**src/rtl/dcp_pkg.sv**
```systemverilog
package dcp_pkg;
  localparam int DATA_W = 32;

  typedef enum logic [1:0] {ST_IDLE, ST_RUN, ST_PAUSE} dcp_state_e;

  localparam logic [2:0] OFS_CFG      = 3'd0;
  localparam logic [2:0] OFS_SRC_BASE = 3'd1;
  localparam logic [2:0] OFS_SRC_SIZE = 3'd2;
  localparam logic [2:0] OFS_DST_BASE = 3'd3;
  localparam logic [2:0] OFS_DST_SIZE = 3'd4;
  localparam logic [2:0] OFS_CMD      = 3'd5;
  localparam logic [2:0] OFS_STATUS   = 3'd6;
  localparam logic [2:0] OFS_ENABLE   = 3'd7;

  localparam int BIT_UDMA_AUTO = 9;
  localparam int BIT_SRC_PAUSE = 8;
  localparam int BIT_DST_PAUSE = 7;

  localparam int CMD_START = 0;
  localparam int CMD_CONT  = 1;
  localparam int CMD_STOP  = 2;

  localparam int NUM_EVT = 3;
endpackage

```
**src/rtl/dcp_side.sv**
```systemverilog
module dcp_side #(
  parameter int ADDR_W     = 32,
  parameter int CNT_W      = 16,
  parameter int WORD_BYTES = 4
) (
  input  logic              clk,
  input  logic              rst,
  input  logic              running,
  input  logic              start,
  input  logic              reload,
  input  logic [ADDR_W-1:0] base,
  input  logic [CNT_W-1:0]  size,
  input  logic              beat,
  output logic [ADDR_W-1:0] addr,
  output logic [CNT_W-1:0]  cnt,
  output logic              req,
  output logic              bnd,
  output logic              first
);
  localparam logic [ADDR_W-1:0] STEP = ADDR_W'(WORD_BYTES);
  localparam logic [CNT_W-1:0]  ONE  = CNT_W'(1);

  logic take;

  assign req  = running && (cnt != '0);
  assign take = beat && req;
  assign bnd  = take && (cnt == ONE);

  always_ff @(posedge clk) begin
    if (rst) begin
      addr <= '0;
      cnt  <= '0;
    end else if (start || reload) begin
      addr <= base;
      cnt  <= size;
    end else if (take) begin
      addr <= addr + STEP;
      cnt  <= cnt - ONE;
    end
  end

  always_ff @(posedge clk) begin
    if (rst)        first <= 1'b0;
    else if (start) first <= 1'b1;
    else if (bnd)   first <= 1'b0;
  end

  // a count at zero never moves on a beat unless reloaded
  assert_cnt_no_wrap_R3: assert property (@(posedge clk) disable iff (rst)
    (cnt == '0 && !start && !reload) |=> (cnt == '0 || $past(start) || $past(reload)));
endmodule

```
**src/rtl/dcp_irq.sv**
```systemverilog
module dcp_irq #(
  parameter int N = 3
) (
  input  logic         clk,
  input  logic         rst,
  input  logic [N-1:0] set,
  input  logic         clr_we,
  input  logic [N-1:0] clr_data,
  input  logic         en_we,
  input  logic [N-1:0] en_data,
  output logic [N-1:0] status,
  output logic         irq
);
  logic [N-1:0] enable;
  logic [N-1:0] clr_mask;

  assign clr_mask = clr_we ? clr_data : '0;

  always_ff @(posedge clk) begin
    if (rst) begin
      status <= '0;
      enable <= '0;
      irq    <= 1'b0;
    end else begin
      status <= (status & ~clr_mask) | set;
      if (en_we) enable <= en_data;
      irq <= |(status & enable);
    end
  end

  // status bits are sticky unless cleared by a write
  assert_sticky_R10: assert property (@(posedge clk) disable iff (rst)
    !clr_we |=> ((status & $past(status)) == $past(status)));
endmodule

```
**src/rtl/dma_chain_pause.sv**
```systemverilog
module dma_chain_pause
  import dcp_pkg::*;
#(
  parameter int ADDR_W     = 32,
  parameter int CNT_W      = 16,
  parameter int WORD_BYTES = 4
) (
  input  logic              clk,
  input  logic              rst,
  input  logic              wr_en,
  input  logic [2:0]        wr_addr,
  input  logic [31:0]       wr_data,
  output logic [31:0]       cfg_word,
  output logic              src_req,
  output logic [ADDR_W-1:0] src_addr,
  input  logic              src_beat,
  output logic              dst_req,
  output logic [ADDR_W-1:0] dst_addr,
  input  logic              dst_beat,
  input  logic              early_term,
  output logic              busy,
  output logic              paused,
  output logic [2:0]        int_status,
  output logic              irq
);
  localparam int NSIDE = 2;  // index 0 = source, 1 = target

  dcp_state_e state, state_nxt;

  logic              udma_auto;
  logic [NSIDE-1:0]  side_pause;
  logic [ADDR_W-1:0] sh_base [NSIDE];
  logic [CNT_W-1:0]  sh_size [NSIDE];
  logic [ADDR_W-1:0] act_addr [NSIDE];
  logic [CNT_W-1:0]  act_cnt [NSIDE];
  logic [NSIDE-1:0]  beat_in, req_o, bnd, first, mode_eff, reload, halt_side;

  logic wr_cfg, wr_cmd, start_cmd, cont_cmd, stop_cmd, running, et_evt, et_halt;

  assign running   = (state == ST_RUN);
  assign wr_cfg    = wr_en && (wr_addr == OFS_CFG);
  assign wr_cmd    = wr_en && (wr_addr == OFS_CMD);
  assign start_cmd = wr_cmd && wr_data[CMD_START] && (state == ST_IDLE);
  assign cont_cmd  = wr_cmd && wr_data[CMD_CONT] && (state == ST_PAUSE);
  assign stop_cmd  = wr_cmd && wr_data[CMD_STOP];
  assign et_evt    = early_term && running;
  assign et_halt   = et_evt && !udma_auto;
  assign beat_in   = {dst_beat, src_beat};

  always_ff @(posedge clk) begin
    if (rst) begin
      sh_base[0] <= '0; sh_size[0] <= '0;
      sh_base[1] <= '0; sh_size[1] <= '0;
    end else if (wr_en) begin
      case (wr_addr)
        OFS_SRC_BASE: sh_base[0] <= wr_data[ADDR_W-1:0];
        OFS_SRC_SIZE: sh_size[0] <= wr_data[CNT_W-1:0];
        OFS_DST_BASE: sh_base[1] <= wr_data[ADDR_W-1:0];
        OFS_DST_SIZE: sh_size[1] <= wr_data[CNT_W-1:0];
        default: ;
      endcase
    end
  end

  for (genvar g = 0; g < NSIDE; g++) begin : g_side
    assign mode_eff[g]  = side_pause[g] | first[g];
    assign halt_side[g] = bnd[g] & mode_eff[g];
    assign reload[g]    = (bnd[g] & ~mode_eff[g]) | (cont_cmd & (act_cnt[g] == '0));

    dcp_side #(.ADDR_W(ADDR_W), .CNT_W(CNT_W), .WORD_BYTES(WORD_BYTES)) u_side (
      .clk(clk), .rst(rst), .running(running), .start(start_cmd), .reload(reload[g]),
      .base(sh_base[g]), .size(sh_size[g]), .beat(beat_in[g]),
      .addr(act_addr[g]), .cnt(act_cnt[g]), .req(req_o[g]), .bnd(bnd[g]), .first(first[g])
    );
  end

  always_ff @(posedge clk) begin
    if (rst) begin
      udma_auto  <= 1'b0;
      side_pause <= '0;
    end else if (wr_cfg && !running) begin
      udma_auto     <= wr_data[BIT_UDMA_AUTO];
      side_pause[0] <= wr_data[BIT_SRC_PAUSE];
      side_pause[1] <= wr_data[BIT_DST_PAUSE];
    end else begin
      for (int i = 0; i < NSIDE; i++)
        if (bnd[i] && first[i]) side_pause[i] <= 1'b1;
    end
  end

  always_comb begin
    state_nxt = state;
    if (stop_cmd)                                       state_nxt = ST_IDLE;
    else if (start_cmd)                                 state_nxt = ST_RUN;
    else if (running && ((|halt_side) || et_halt))      state_nxt = ST_PAUSE;
    else if (cont_cmd)                                  state_nxt = ST_RUN;
  end

  always_ff @(posedge clk) begin
    if (rst) state <= ST_IDLE;
    else     state <= state_nxt;
  end

  dcp_irq #(.N(NUM_EVT)) u_irq (
    .clk(clk), .rst(rst), .set({et_evt, bnd[1], bnd[0]}),
    .clr_we(wr_en && (wr_addr == OFS_STATUS)), .clr_data(wr_data[NUM_EVT-1:0]),
    .en_we(wr_en && (wr_addr == OFS_ENABLE)), .en_data(wr_data[NUM_EVT-1:0]),
    .status(int_status), .irq(irq)
  );

  assign cfg_word = {22'b0, udma_auto, side_pause[0], side_pause[1], 7'b0};
  assign src_req  = req_o[0];
  assign dst_req  = req_o[1];
  assign src_addr = act_addr[0];
  assign dst_addr = act_addr[1];
  assign busy     = (state != ST_IDLE);
  assign paused   = (state == ST_PAUSE);

  // first boundary on a side always ends in pause with its mode bit set
  assert_first_pause_R6: assert property (@(posedge clk) disable iff (rst)
    (bnd[0] && first[0] && !stop_cmd) |=> (paused && cfg_word[BIT_SRC_PAUSE]));
  assert_first_pause_dst_R6: assert property (@(posedge clk) disable iff (rst)
    (bnd[1] && first[1] && !stop_cmd) |=> (paused && cfg_word[BIT_DST_PAUSE]));
  // configuration writes while running leave the word unchanged
  assert_cfg_locked_R2: assert property (@(posedge clk) disable iff (rst)
    (running && wr_cfg && !(|bnd)) |=> $stable(cfg_word));
  // nothing moves the active addresses while paused
  assert_pause_hold_R8: assert property (@(posedge clk) disable iff (rst)
    (paused && !cont_cmd && !stop_cmd) |=> ($stable(src_addr) && $stable(dst_addr)));
endmodule

```
**config.mk**
```make
export PLATFORM = sky130hd
export DESIGN_NAME = dma_chain_pause
export DESIGN_NICKNAME = d
export VERILOG_FILES = /design/src/rtl/dcp_pkg.sv /design/src/rtl/dcp_side.sv /design/src/rtl/dcp_irq.sv /design/src/rtl/dma_chain_pause.sv
export SDC_FILE = /design/constraint.sdc
export NUM_CORES = 1
export LEC_CHECK = 0
export BUFFER_PORTS_ARGS = -buffer_cell sky130_fd_sc_hd__buf_2
export CAP_MARGIN = 40
export CORE_ASPECT_RATIO = 0.8
export CORE_MARGIN = 3
export CORE_UTILIZATION = 35
export CTS_CLUSTER_SIZE = 25
export DETAILED_ROUTE_END_ITERATION = 8
export GPL_ROUTABILITY_DRIVEN = 1
export GPL_TIMING_DRIVEN = 0
export SYNTH_ARGS = -nofsm -noshare
export SYNTH_HDL_FRONTEND = slang
export SYNTH_SLANG_ARGS = --single-unit
```
**constraint.sdc**
```tcl
create_clock -name clk -period 4.6 [get_ports clk]
set_clock_uncertainty 0.05 [all_clocks]
set_input_delay 0.46 -clock clk [delete_from_list [all_inputs] [get_ports clk]]
set_output_delay 0.46 -clock clk [all_outputs]
set_load 0.01 [all_outputs]
```
==> results_dict.tcl <==
set metrics [dict create \
    final_cell_mix "nor2_1 (121), buf_2 (117), dfxtp_1 (110), edfxtp_1 (96), nand2_1 (66)" \
    grt_max_degree 33 \
    crit_chain "clkbuf_1 -> nor2b_1 -> nand2_1 -> clkbuf_1 -> nor3_1 -> a21oi_1 -> clkbuf_1 -> o211ai_1 -> a21oi_1" \
    max_freq_ghz 0.295 \
    worst_pin_slew_ns 0.925 \
    ir_worst_vdd_v 0.000230 \
    place_congestion 0.887 \
    synth-seq-cells 206 \
    rrSetupSlack_ns 1.21 \
    synthArstFlopShare_pct 0 \
    worstSetupPathType "reg2reg" \
    path_buf_inv 3 \
    final_area_mm2 0.0116 \
    p_leak_uw 0.00432 \
    cap_violations 0 \
    period_share_pct 73.7 \
    end_kind "flop" \
    p_sw_uw 997 \
    fin_ws_ns 1.21 \
    min_path_type "in2reg" \
    reg2reg_from "state[0]$_SDFFE_PP0P_" \
    dr_total_vias 8131 \
    start_util_pct 36.2 \
    seqPwrFrac_pct 50.6 \
    die_x_um 192 \
    min_to "u_irq.status[2]$_SDFF_PP0_" \
    clk_pin_slew_worst_paths_ns 0.06 \
    r2r_end "g_side[1].u_side.cnt[1]$_SDFFE_PP0P_" \
    drt-initial-drc-count 782 \
    critPathLaunchType "flop" \
    cp_slowest_cell "a21oi_1" \
    crit_required_ns 4.98 \
    yosysUniqueCellTypes 60 \
    routedWlPerCell_um 20.0 \
    die_h_um 155 \
    antenna_cells 0 \
    htreeDepth 1 \
    power_per_cell_area_mw_per_mm2 350 \
    syn_inst 963 \
    yosysSeqAreaShare_pct 52.4 \
    hold_viol 0 \
    pre_cts_ws_ns 1.34 \
    synth_ff_type "dfxtp_1" \
    avgSynthCellArea_um2 10.1 \
    grt_use_total_pct 19.8 \
    grt_pass1_wl_um 45400 \
    ff2ff_path_depth 9 \
    finalSetupViolCount 0 \
    detail-route-antenna-nets 0 \
    core.rowCount 53 \
    min_period_ns 3.39 \
    power_switching_share_pct 24.6 \
    totalWireLength_um 30200 \
    ys_warn_count 0 \
    port_buffers 112 \
    syn_area_mm2 0.00970 \
    ctsResizeCount 0 \
    hold_buffers 0 \
    place_area_mm2 0.0109 \
    slew_headroom_pct 38.3 \
    cts_root_buf "clkbuf_16" \
    grt_pass1_vias 7564 \
    drv_slew 0 \
    ios 145 \
    cts_tree "yes" \
    cp_common_cell "clkbuf_1" \
    min_path_cells 3 \
    cts_buffer_depth 3 \
    layout.nets 1182 \
    synth_top_area_cell "edfxtp_1" \
    area_growth_pct 19.1 \
    hold_start "early_term" \
    cp.arrival_ns 3.77 \
    p_int_uw 3050 \
    dr.pass1.iters 5 \
    synthTopCellsByArea "edfxtp_1 (30%), dfxtp_1 (23%), nor2_1 (4.7%)" \
    via_per_inst 5.40 \
    dp.cells 1467 \
    grt_overflow 0 \
    p_clk_share_pct 40.8 \
    final_common_cell "nor2_1" \
    synth_edf_count 96 \
    path_delay_family "buffers and inverters" \
    die_area_mm2 0.0298 \
    insertion_delay_ns 0.50 \
    clock_sinks 206 \
    numCtsBuffers 23 \
    fin_setup_tns_ns 0 \
    dp_hpwl_um 23300 \
    antenna_found_initial 0 \
    post_cts_buffers 0 \
    fillCellCount 2657 \
    p_comb_share_pct 8.6 \
    outcome "finished clean" \
    core_area_mm2 0.0268 \
    drive_gt1_share_pct 18.8 \
    synth_top_area_share_pct 29.7 \
    grt_setup_unrepaired "false" \
    path_max_fanout 10 \
    cpPeakStageDelay_ns 0.78 \
    drc 0 \
    fin_cells 1507 \
]
-- state kept, by name, summed over array words and instances (netlist names) --
register and flops:
g_side.u_side.addr 64, g_side.u_side.cnt 32, g_side.u_side.first 2, sh_base 64, sh_size 32, side_pause 2, state 2, u_irq.enable 3
u_irq.irq 1, u_irq.status 3, udma_auto 1
-- worst max path at each step --
stage                          startpoint                                     to  slack, ns  cells after the start
finish              state[0]$_SDFFE_PP0P_   g_side[1].u_side.cnt[1]$_SDFFE_PP0P_       1.21                      9
global route        state[0]$_SDFFE_PP0P_  g_side[1].u_side.cnt[15]$_SDFFE_PP0P_       0.89                      9
CTS                 state[0]$_SDFFE_PP0P_  g_side[1].u_side.cnt[15]$_SDFFE_PP0P_       1.32                      9
detailed placement  state[0]$_SDFFE_PP0P_   g_side[1].u_side.cnt[1]$_SDFFE_PP0P_       1.34                      9
global placement                      rst               sh_base[0][51]$_DFFE_PP_       0.74                      4
floorplan                      wr_addr[0]               sh_base[0][32]$_DFFE_PP_       1.79                      3
-- layer usage --
metal / wire (um) / GRT usage [%] / vias up
li1: - / - / 3827
met1: 14200 / 31.3 / 3918
met2: 12800 / 28.5 / 356
met3: 2800 / 3.65 / 30
met4: 384 / 3.12 / 0
met5: 0 / 0 / -
-- power by group through the flow --
stage | logic, uW | clock network [uW] | registers, uW
2_1_floorplan | 203 | 0 | 2070
3_3_place_gp | 324 | 0 | 2090
3_5_place_dp | 339 | 0 | 2090
4_1_cts | 341 | 1690 | 2050
5_1_grt | 376 | 1760 | 2060
6_report | 348 | 1650 | 2050
-- area by class of cell --
| type | instances | area, um2 | area share, % |
|---|---|---|---|
| Inverter | 12 | 45.0 | 0.390 |
| Timing Repair Buffer | 119 | 634 | 5.49 |
| Clock buffer | 30 | 612 | 5.29 |
| Buffer | 77 | 445 | 3.85 |
| Clock inverter | 10 | 48.8 | 0.422 |
| Multi-Input combinational cell | 696 | 4240 | 36.7 |
| Tap cell | 357 | 447 | 3.86 |
| Sequential cell | 206 | 5080 | 44.0 |
-- per-stage QoR --
step,hold WS [ns],power (uW),util (%)
final,0.213,4050,43.2
after global routing,0.211,4190,43.2
after CTS,0.193,4080,43.2
after detailed placement,0.396,2430,40.7
after global placement,0.393,2410,40.4
after floorplan,0.400,2280,-
-- cell usage after synthesis, types with 3 or more instances --
library cell / count
nand4_1: 30
a222oi_1: 9
nand2_1: 66
a211oi_2: 11
ha_1: 6
a22oi_1: 6
and4_1: 5
nor2_1: 121
a21oi_1: 37
edfxtp_1: 96
nand2b_1: 4
buf_4: 30
clkbuf_1: 37
a31oi_1: 5
inv_1: 12
mux2i_1: 4
a311oi_1: 4
nor3b_1: 4
or3_1: 8
nor2b_1: 6
o21ai_0: 13
or4_1: 13
xor2_1: 38
nor3_1: 29
a211oi_1: 57
nand3_1: 34
nor4_1: 22
nor4_2: 3
buf_6: 5
xnor2_1: 35
o21ai_1: 5
nor4b_1: 3
a31o_2: 3
dfxtp_1: 110
and2_1: 49
o22ai_1: 3
and3_1: 7
buf_2: 4
-- kinds of logic after synthesis --
logic type	count (synthesis)	synth area share [%]
DFF	206	52.4
other	1	0.0386
buffers and inverters	89	5.05
muxes	4	0.413
and+or+nand+nor	422	22.6
xor gates and xnor gates	73	6.59
adders and majority gates	6	0.774
AOI/OAI and AO/OA	162	12.1
-- worst reg2reg max path, stage by stage (launching register included) --
cell and delay, ns:
dfxtp_1 0.31, clkbuf_1 0.19, nor2b_1 0.21, nand2_1 0.21, clkbuf_1 0.42, nor3_1 0.20, a21oi_1 0.78, clkbuf_1 0.60
o211ai_1 0.18, a21oi_1 0.17
Note: power is estimated with default switching activity, not from simulation.
